`config.mk`:
```
export PLATFORM = sky130hd
export DESIGN_NAME = phy_cr_master
export DESIGN_NICKNAME = d
export VERILOG_FILES = /design/src/rtl/phy_cr_pkg.sv /design/src/rtl/phy_cr_stat_sync.sv /design/src/rtl/phy_cr_ack_poller.sv /design/src/rtl/phy_cr_seq.sv /design/src/rtl/phy_cr_master.sv
export SDC_FILE = /design/constraint.sdc
export NUM_CORES = 1
export LEC_CHECK = 0
export BUFFER_PORTS_ARGS = -buffer_cell sky130_fd_sc_hd__clkbuf_2
export CORE_MARGIN = 2
export CORE_UTILIZATION = 45
export CTS_BUF_LIST = sky130_fd_sc_hd__clkbuf_2 sky130_fd_sc_hd__clkbuf_4 sky130_fd_sc_hd__clkbuf_8
export CTS_CLUSTER_SIZE = 12
export DETAILED_ROUTE_END_ITERATION = 8
export PLACE_DENSITY = 0.66
export SETUP_SLACK_MARGIN = 0.1
export SYNTH_ARGS = -nofsm -noshare
export SYNTH_HDL_FRONTEND = slang
export SYNTH_SLANG_ARGS = --single-unit
```
`constraint.sdc`:
```
create_clock -name clk -period 2.2 [get_ports clk]
set_input_delay 0.22 -clock clk [delete_from_list [all_inputs] [get_ports clk]]
set_output_delay 0.22 -clock clk [all_outputs]
set_load 0.02 [all_outputs]
```
`src/rtl/phy_cr_pkg.sv`:
```
package phy_cr_pkg;

   // Control word strobe positions (decoded by the PHY)
   localparam int unsigned CTL_CAP_ADDR = 16;
   localparam int unsigned CTL_CAP_DATA = 17;
   localparam int unsigned CTL_WR_STB   = 18;
   localparam int unsigned CTL_RD_STB   = 19;
   // Status word acknowledge position
   localparam int unsigned STAT_ACK     = 18;

   typedef enum logic [1:0] {
      OP_ADDR  = 2'd0,
      OP_WRITE = 2'd1,
      OP_READ  = 2'd2,
      OP_RSVD  = 2'd3
   } cr_op_e;

   typedef enum logic {
      ST_IDLE = 1'b0,
      ST_RUN  = 1'b1
   } cr_state_e;

endpackage

```
`src/rtl/phy_cr_stat_sync.sv`:
```
module phy_cr_stat_sync #(
   parameter int unsigned WIDTH  = 20,
   parameter int unsigned STAGES = 2
) (
   input  logic             clk,
   input  logic             rst_n,
   input  logic [WIDTH-1:0] d_in,
   output logic [WIDTH-1:0] d_out
);

   generate
      if (STAGES == 0) begin : g_bypass
         assign d_out = d_in;
      end else begin : g_chain
         logic [WIDTH-1:0] pipe_q [STAGES];
         always_ff @(posedge clk) begin
            if (!rst_n) begin
               for (int s = 0; s < int'(STAGES); s++) pipe_q[s] <= '0;
            end else begin
               pipe_q[0] <= d_in;
               for (int s = 1; s < int'(STAGES); s++) pipe_q[s] <= pipe_q[s-1];
            end
         end
         assign d_out = pipe_q[STAGES-1];
      end
   endgenerate

endmodule

```
`src/rtl/phy_cr_ack_poller.sv`:
```
module phy_cr_ack_poller #(
   parameter int unsigned POLL_LIMIT = 101,
   parameter int unsigned POLL_GAP   = 5000
) (
   input  logic clk,
   input  logic rst_n,
   input  logic active,
   input  logic want_level,
   input  logic ack,
   output logic hit,
   output logic expired
);

   localparam int unsigned GAP_W = (POLL_GAP > 1) ? $clog2(POLL_GAP) : 1;
   localparam int unsigned CNT_W = (POLL_LIMIT > 1) ? $clog2(POLL_LIMIT) : 1;
   localparam logic [GAP_W-1:0] GAP_RELOAD = GAP_W'(POLL_GAP - 1);
   localparam logic [CNT_W-1:0] LAST_IDX   = CNT_W'(POLL_LIMIT - 1);

   logic [GAP_W-1:0] gap_q;
   logic [CNT_W-1:0] idx_q;
   logic             sample;

   assign sample  = active && (gap_q == '0);
   assign hit     = sample && (ack == want_level);
   assign expired = sample && (ack != want_level) && (idx_q == LAST_IDX);

   always_ff @(posedge clk) begin
      if (!rst_n) begin
         gap_q <= '0;
         idx_q <= '0;
      end else if (!active || hit || expired) begin
         gap_q <= '0;
         idx_q <= '0;
      end else if (sample) begin
         gap_q <= GAP_RELOAD;
         idx_q <= idx_q + 1'b1;
      end else begin
         gap_q <= gap_q - 1'b1;
      end
   end

endmodule

```
`src/rtl/phy_cr_seq.sv`:
```
module phy_cr_seq
   import phy_cr_pkg::*;
#(
   parameter int unsigned DATA_W = 16,
   parameter int unsigned CTL_W  = 20
) (
   input  logic              clk,
   input  logic              rst_n,
   input  logic              cmd_valid,
   output logic              cmd_ready,
   input  logic [1:0]        cmd_op,
   input  logic [DATA_W-1:0] cmd_value,
   input  logic [DATA_W-1:0] stat_data,
   input  logic              hit,
   input  logic              expired,
   output logic              poll_active,
   output logic              want_level,
   output logic [CTL_W-1:0]  phy_ctl,
   output logic              done,
   output logic              done_err,
   output logic [DATA_W-1:0] done_rdata
);

   cr_state_e         state_q;
   cr_op_e            op_q;
   logic [DATA_W-1:0] val_q;
   logic [1:0]        step_q;
   logic [DATA_W-1:0] rdata_q;
   logic [1:0]        last_step;

   // Control word for one phase of one operation
   function automatic logic [CTL_W-1:0] phase_word(cr_op_e op, logic [1:0] step,
                                                    logic [DATA_W-1:0] val);
      logic [CTL_W-1:0] w;
      w = '0;
      unique case (op)
         OP_ADDR: begin
            w[DATA_W-1:0] = val;
            if (step == 2'd0) w[CTL_CAP_ADDR] = 1'b1;
         end
         OP_WRITE: begin
            if (step != 2'd3) w[DATA_W-1:0] = val;
            if (step == 2'd0) w[CTL_CAP_DATA] = 1'b1;
            if (step == 2'd2) w[CTL_WR_STB]   = 1'b1;
         end
         OP_READ: begin
            if (step == 2'd0) w[CTL_RD_STB] = 1'b1;
         end
         default: w = '0;
      endcase
      return w;
   endfunction

   assign last_step   = (op_q == OP_WRITE) ? 2'd3 : 2'd1;
   assign cmd_ready   = (state_q == ST_IDLE) && !done;
   assign poll_active = (state_q == ST_RUN);
   assign want_level  = ~step_q[0];

   always_ff @(posedge clk) begin
      if (!rst_n) begin
         state_q    <= ST_IDLE;
         op_q       <= OP_ADDR;
         val_q      <= '0;
         step_q     <= '0;
         rdata_q    <= '0;
         phy_ctl    <= '0;
         done       <= 1'b0;
         done_err   <= 1'b0;
         done_rdata <= '0;
      end else begin
         done <= 1'b0;
         unique case (state_q)
            ST_IDLE: begin
               if (cmd_valid && cmd_ready) begin
                  if (cr_op_e'(cmd_op) == OP_RSVD) begin
                     done       <= 1'b1;
                     done_err   <= 1'b1;
                     done_rdata <= '0;
                  end else begin
                     state_q <= ST_RUN;
                     op_q    <= cr_op_e'(cmd_op);
                     val_q   <= cmd_value;
                     step_q  <= 2'd0;
                     phy_ctl <= phase_word(cr_op_e'(cmd_op), 2'd0, cmd_value);
                  end
               end
            end
            ST_RUN: begin
               if (expired) begin
                  state_q    <= ST_IDLE;
                  phy_ctl    <= '0;
                  done       <= 1'b1;
                  done_err   <= 1'b1;
                  done_rdata <= '0;
               end else if (hit) begin
                  if (op_q == OP_READ && step_q == 2'd0) rdata_q <= stat_data;
                  if (step_q == last_step) begin
                     state_q    <= ST_IDLE;
                     phy_ctl    <= '0;
                     done       <= 1'b1;
                     done_err   <= 1'b0;
                     done_rdata <= (op_q == OP_READ) ? rdata_q : '0;
                  end else begin
                     step_q  <= step_q + 1'b1;
                     phy_ctl <= phase_word(op_q, step_q + 1'b1, val_q);
                  end
               end
            end
            default: state_q <= ST_IDLE;
         endcase
      end
   end

endmodule

```
`src/rtl/phy_cr_master.sv`:
```
module phy_cr_master
   import phy_cr_pkg::*;
#(
   parameter int unsigned DATA_W      = 16,
   parameter int unsigned CTL_W       = 20,
   parameter int unsigned STAT_W      = 20,
   parameter int unsigned POLL_LIMIT  = 101,
   parameter int unsigned POLL_GAP    = 5000,
   parameter int unsigned SYNC_STAGES = 2
) (
   input  logic              clk,
   input  logic              rst_n,
   input  logic              cmd_valid,
   output logic              cmd_ready,
   input  logic [1:0]        cmd_op,
   input  logic [DATA_W-1:0] cmd_value,
   output logic [CTL_W-1:0]  phy_ctl,
   input  logic [STAT_W-1:0] phy_stat,
   output logic              done,
   output logic              done_err,
   output logic [DATA_W-1:0] done_rdata
);

   generate
      if (DATA_W != CTL_CAP_ADDR) begin : g_bad_data_w
         $error("DATA_W must equal the address-capture bit position");
      end
      if (CTL_W <= CTL_RD_STB) begin : g_bad_ctl_w
         $error("CTL_W too narrow for the strobe fields");
      end
      if (STAT_W <= STAT_ACK) begin : g_bad_stat_w
         $error("STAT_W too narrow for the acknowledge flag");
      end
      if (POLL_LIMIT < 1 || POLL_GAP < 1) begin : g_bad_poll
         $error("POLL_LIMIT and POLL_GAP must be at least 1");
      end
      if (SYNC_STAGES > 4) begin : g_bad_sync
         $error("SYNC_STAGES above 4 is not supported");
      end
   endgenerate

   logic [STAT_W-1:0] stat_s;
   logic              hit;
   logic              expired;
   logic              poll_active;
   logic              want_level;
   logic              unused_stat;

   assign unused_stat = ^stat_s;

   phy_cr_stat_sync #(
      .WIDTH  (STAT_W),
      .STAGES (SYNC_STAGES)
   ) u_sync (
      .clk   (clk),
      .rst_n (rst_n),
      .d_in  (phy_stat),
      .d_out (stat_s)
   );

   phy_cr_ack_poller #(
      .POLL_LIMIT (POLL_LIMIT),
      .POLL_GAP   (POLL_GAP)
   ) u_poll (
      .clk        (clk),
      .rst_n      (rst_n),
      .active     (poll_active),
      .want_level (want_level),
      .ack        (stat_s[STAT_ACK]),
      .hit        (hit),
      .expired    (expired)
   );

   phy_cr_seq #(
      .DATA_W (DATA_W),
      .CTL_W  (CTL_W)
   ) u_seq (
      .clk         (clk),
      .rst_n       (rst_n),
      .cmd_valid   (cmd_valid),
      .cmd_ready   (cmd_ready),
      .cmd_op      (cmd_op),
      .cmd_value   (cmd_value),
      .stat_data   (stat_s[DATA_W-1:0]),
      .hit         (hit),
      .expired     (expired),
      .poll_active (poll_active),
      .want_level  (want_level),
      .phy_ctl     (phy_ctl),
      .done        (done),
      .done_err    (done_err),
      .done_rdata  (done_rdata)
   );

endmodule

```
==> impl_results.md, run 1 <==
* Cell Pwr Density at 856.2 mW/mm^2
* VDD IR max at 0.0004982 V
* Arr. time, crit path at 2440 ps
* Vias at 3,876
* RSZ-0062 raised after global routing: yes
* Synth-to-layout area growth at 22.78%
* Setup violators final at 0
* Crit path max fanout at 7
* Row count at 38
* Worst-margin pin slew at 1261 ps
* First-pass GRT wire length at 16,820 um
* Hold Crit Depth at 3
* Total GRT Usage at 18.09%
* FF+latch count, synth at 129
* Worst Setup Path Type: register to register
* Clock Sinks at 129
* DIE AREA at 0.01202 sq mm
* Rel. slew slack at 15.60%
* Hold Crit Class: primary input to register
* Core Region at 0.01084 sq mm
* Synthesis Warnings at 0
* H-tree depth at 4
* Fin Setup TNS at 0 ps
* Pin count of the biggest net entering global routing at 65
* Cell count after synthesis at 521
* Mapped Avg Cell Area at 9.635 sq um
* Antenna Violating Nets Remaining at 0
* Worst-path clk slew at 70 ps
* Post-Syn Area at 0.005020 sq mm
* Antenna violations before repair at 0
* Synth cell types at 51
* Final worst path period share at 95.03%
* Die Wd at 109.6 um
* Number of detailed-route iterations in the first pass at 4
* Share of cells above drive strength 1 at 22.47%
* Bufs on Longest Clock Path at 2
* Most instantiated library cell after synthesis: dfxtp_1
* Post-DP HPWL at 6772 um
* CTS tree: built
* Nets at 670
* Final WL at 10,450 um
* Max Freq at 478.3 MHz
* DR iter-0 viols at 153
* Final Hold Vio Count at 0
* Crit path time final at 2091 ps
* Pins over their slew limit at 0
* CP required at 2550 ps
* WHS at 29.45 ps
* Die height at 109.6 um
* Cell taking the most area after synthesis: dfxtp_1
* Top cells by count, synth: 129 x dfxtp_1, 83 x nand2_1, 36 x and2_1
* Startpoint types: register
* Post-synth EDFFs at 0
* Synth async-reset ratio at 0%
* # diodes at 0
* Main synth FF type: dfxtp_1
* Worst-skew pair later-pin latency at 430 ps
* Placer Congestion at 0.8005
* Port buffer count at 76
* P_leak at 2.460 nW
* Clock Skew at 8.579 ps
* Place WS at 105.8 ps
* Worst reg2reg path depth at 7
* Worst path max stage delay at 340 ps
* Outcome: completed
* Slowest cell on crit path: nor4b_4
* IO Pins at 80
* Main area contributors after synthesis: dfxtp_1 51%, mux2i_1 6.8%, nand2_1 6.2%, and2_1 4.5%, a21oi_1 2.5%
* Via density at 5.021
* Global route overflow at 0
* Vias in the first global route at 3,784
* # DRC at 0
* Max-cap viol count at 0
* Crit. End Element: register
* CP cell instances: inv_1 > ha_1 > nor4b_4 > and4_4 > o2bb2ai_2 > buf_4 > mux2i_1
* Initial Util at 46.31%
* Synth top area share at 51.45%
* Syn_nets at 570
* Total CTS buffers at 17
* Root buffer cell: clkbuf_8
* Routed wire per std cell at 13.53 um
* Sequential share of the synthesized area at 51.45%
* Worst setup margin at 109.3 ps
power by group:
part,total [mW],switching (mW),internal (mW)
sequential,2.53,0.0768,2.45
clock,1.94,0.881,1.06
combinational,0.806,0.465,0.341
worst max-delay path, delay by kind of cell, from the launching register on:
family | cells | cell delay [ps]
AOI/OAI and AO/OA | 1 | 270
DFF | 1 | 320
adders and majority gates | 1 | 170
and+or+nand+nor | 2 | 650
muxes | 1 | 220
buffers and inverters | 2 | 370
per-stage QoR:
stage	instance area, sq um	std cells	power [mW]	util (%)
detailed placement	5568	723	3.319	51.36
floorplan	5020	521	3.106	-
finish	6163	772	5.277	56.86
global route	6163	772	5.537	56.86
global placement	5568	723	3.295	51.36
CTS	6118	770	5.291	56.44
final cells by class:
type / count / area, sq um
fillers: 993 / 4677
flip-flops and latches: 129 / 2582
multi-input cells: 353 / 2282
repair buffers: 113 / 716.9
clock buffers: 20 / 269.0
well taps: 140 / 175.2
clock inverters: 10 / 111.4
inverters: 7 / 26.28
path summary, 6_finish.rpt:
check	start	slack, ps	endpoint
min	cmd_value[14]	30	u_seq.val_q[14]
min reg2reg	u_sync.g_chain.pipe_q[0][11]	430	u_sync.g_chain.pipe_q[0][31]
max	u_poll.gap_q[0]	110	u_seq.done_rdata[4]
max reg2reg	u_poll.gap_q[0]	110	u_seq.done_rdata[4]
cell families (layout without fill, tap and decap cells):
logic type	count (synthesis)	after routing	synth area share (%)
mux	34	34	6.780
fa+ha+maj	8	8	1.994
buf+inv	39	150	3.739
simple gates	195	195	20.41
flops	129	129	51.45
xor+xnor	17	17	2.966
compound gates	99	99	12.66
repair_timing:
item	CTS	global route
hold buffers	17	0
setup buffers	0	2
endpoints found under the hold margin	17	0
resized for setup	1	6
setup endpoints to repair	3	51
flip-flops by register name, indices dropped and copies added, names as in the netlist:
register and cells:
u_poll.idx_q 7, u_seq.rdata_q 16, u_seq.done 1, u_seq.op_q 2, u_seq.done_rdata 16, u_seq.phy_ctl 20
u_seq.val_q 16, u_sync.g_chain.pipe_q 34, u_seq.done_err 1, u_poll.gap_q 13, u_seq.step_q 2, u_seq.poll_active 1
metal layers:
metal	vias up	global-route usage [%]	routed length (um)
met5	-	0	0
met4	0	8.137	159
met3	14	4.979	460
met2	81	30.86	5022
met1	1808	21.13	4807
li1	1973	-	-
cell usage in the layout (no fill, tap or decap), types with 9 or more instances in the layout:
master           n
buf_4           18
o21ai_1         13
nor2_1          23
dlygate4sd3_1   17
mux2i_1         34
clkbuf_2        76
clkbuf_8        19
o21ai_0         11
and2_1          36
nand2_1         83
a21oi_1         25
xor2_1           9
dfxtp_1        129
nor2b_1         20
a22oi_1         16
Note: power is estimated with default switching activity, not from simulation.
==> run 2: changes to the inputs <==
--- a/config.mk
+++ b/config.mk
@@ -11,7 +11,7 @@
 export CTS_BUF_LIST = sky130_fd_sc_hd__clkbuf_2 sky130_fd_sc_hd__clkbuf_4 sky130_fd_sc_hd__clkbuf_8
 export CTS_CLUSTER_SIZE = 12
 export DETAILED_ROUTE_END_ITERATION = 8
-export PLACE_DENSITY = 0.66
+export PLACE_DENSITY = 0.68
 export SETUP_SLACK_MARGIN = 0.1
 export SYNTH_ARGS = -nofsm -noshare
 export SYNTH_HDL_FRONTEND = slang
==> constraint.sdc (replaced) <==
create_clock -name clk -period 1.8 [get_ports clk]
set_input_delay 0.18 -clock clk [delete_from_list [all_inputs] [get_ports clk]]
set_output_delay 0.18 -clock clk [all_outputs]
set_load 0.02 [all_outputs]
==> run 2 against run 1 <==
Net effect:
- the flow now finishes with violations (negative setup slack)
- critical endpoint is now u_seq.rdata_q[14]
- register-to-register slack got worse by 210 ps
- setup slack got worse by 210 ps
- die area unchanged
- core utilization increased by 8.6 points
- critical path depth increased by 3
- sequential share of layout area decreased by 5.4 points
- global-route usage increased by 1.1 points
- clock power increased by 25%
- non-clock buffer count increased by 57
- highest routed layer unchanged
==> impl_results.md, run 2 (synthesis results as in run 1) <==
* Post-DP HPWL at 7072 um
* Fin Setup TNS at -1319 ps
* Total CTS buffers at 17
* Most frequent cells in the layout: 123 x dfxtp_1, 83 x nand2_1, 75 x clkbuf_2
* Worst-path clk slew at 70 ps
* Inst Count DP at 750
* Nets at 727
* Pin count of the biggest net entering global routing at 69
* WHS at 74.23 ps
* Total chip power at 6.934 mW
* H-tree depth at 4
* Final worst path period share at 105.4%
* Root buffer cell: clkbuf_8
* Max-cap viol count at 0
* Outcome: finished, violations left
* Largest register by flop count: u_sync.g_chain.pipe_q
* Vias in the first global route at 3,957
* Port buffer count at 76
* Pins over their slew limit at 0
* Commonest non-fill, non-tap cell in the layout: dfxtp_1
* Place WS at -89.44 ps
* Antenna Violating Nets Remaining at 0
* Failing checks: negative setup slack
* Rel. slew slack at 66.70%
* First-pass GRT wire length at 17,750 um
* Cell Pwr Density at 976.7 mW/mm^2
* Synth-to-layout area growth at 41.43%
* Initial Util at 46.31%
* Final WL at 11,740 um
* Core Region at 0.01084 sq mm
* Antenna violations before repair at 0
* CTS tree: built
* CP required at 2120 ps
* Worst setup margin at -97.07 ps
* RSZ-0062 raised after global routing: yes
* Post-route insts no fill at 831
* Die height at 109.6 um
* Crit path max fanout at 8
* Worst-skew pair later-pin latency at 430 ps
* CP cell instances: inv_2 > ha_4 > nor4b_4 > buf_4 > nand4_4 > nor3_4 > buf_6 > buf_12 > mux2i_1 > nor2b_1
* Max reg flops at 34
* Worst-margin pin slew at 499.5 ps
* IO Pins at 80
* Hold Crit Class: primary input to register
* VDD IR max at 0.0006815 V
* Worst path max stage delay at 320 ps
* Via density at 4.990
* Total GRT Usage at 19.20%
* Worst Setup Path Type: register to register
* Placer Congestion at 0.7794
* Top flop regs: u_sync.g_chain.pipe_q x34, u_seq.phy_ctl x20
* Reg2reg setup slack at -100 ps
* Crit. End Element: register
* Max Freq at 527.1 MHz
* Share of cells above drive strength 1 at 34.59%
* Row count at 38
* Startpoint types: register
* # diodes at 0
* Setup violators final at 29
* DR iter-0 viols at 188
* DIE AREA at 0.01202 sq mm
* Clock Sinks at 129
* Die Wd at 109.6 um
* Number of fill cells at 835
* Crit path time final at 1897 ps
* Global route overflow at 0
* Number of detailed-route iterations in the first pass at 5
* P_leak at 2.855 nW
* # DRC at 0
* Arr. time, crit path at 2220 ps
* Vias at 4,147
* Final Hold Vio Count at 0
* Clock Skew at 11.71 ps
* Routed wire per std cell at 14.12 um
* Slowest cell on crit path: dfxtp_2
* Bufs on Longest Clock Path at 2
## run 2: cell types whose count changed in the layout (fill, tap and decap cells not counted), sizes merged
| cell | before | now |
|---|---|---|
| buf | 20 | 59 |
| clkbuf | 96 | 100 |
| clkinv | 4 | 7 |
| clkinvlp | 3 | 1 |
| dlygate4sd3 | 17 | 33 |
| inv | 8 | 7 |
## run 2: what timing repair did
action                                  CTS  global route
setup buffers                             3             7
endpoints found under the setup margin   59            77
hold buffers                             33             0
hold endpoints to repair                 33             0
pin swaps                                 0             6
gates resized for setup                  11            56
gates cloned                              1             5
## run 2: path summary, 6_finish.rpt
check                  start                 to  depth (start not counted)
min reg2reg  u_poll.gap_q[0]    u_poll.gap_q[0]                          1
max          u_poll.gap_q[0]  u_seq.rdata_q[14]                         10
min                cmd_op[1]  u_seq.phy_ctl[19]                          3
max reg2reg  u_poll.gap_q[0]  u_seq.rdata_q[14]                         10
## run 2: final cells by class
type | count | area [sq um] | share of cell area, %
Tap cell | 140 | 175.2 | 2.467
Sequential cell | 129 | 2590 | 36.48
Clock inverter | 10 | 110.1 | 1.551
Clock buffer | 22 | 284.0 | 4.001
Timing Repair Buffer | 170 | 1364 | 19.21
Multi-Input combinational cell | 353 | 2550 | 35.92
Inverter | 7 | 26.28 | 0.3701
## run 2: critical path, delay by kind of cell (launching register included)
family / cells / cell delay, ps
adders and majority gates: 1 / 120
buffers and inverters: 4 / 550
DFF: 1 / 320
muxes: 1 / 200
and+or+nand+nor: 4 / 590
## run 2: routing by layer
metal / share of wire (%) / vias up / routed length (um) / GRT usage, %
li1: - / 2093 / - / -
met1: 43 / 1952 / 5104 / 21.85
met2: 51 / 85 / 5962 / 33.07
met3: 4.0 / 17 / 474 / 6.046
met4: 1.6 / 0 / 193 / 8.228
met5: 0 / - / 0 / 0
## run 2: power breakdown
part | switching (mW) | internal [mW]
registers | 0.104 | 3.00
logic | 0.706 | 0.700
clock network | 1.08 | 1.34
total | 1.89 | 5.04
## run 2: metrics by stage
| stage | area (sq um) | utilization [%] |
|---|---|---|
| global placement | 5906 | 54.48 |
| floorplan | 5090 | - |
| CTS | 6738 | 62.15 |
| finish | 7099 | 65.49 |
| global route | 7099 | 65.49 |
| detailed placement | 5906 | 54.48 |
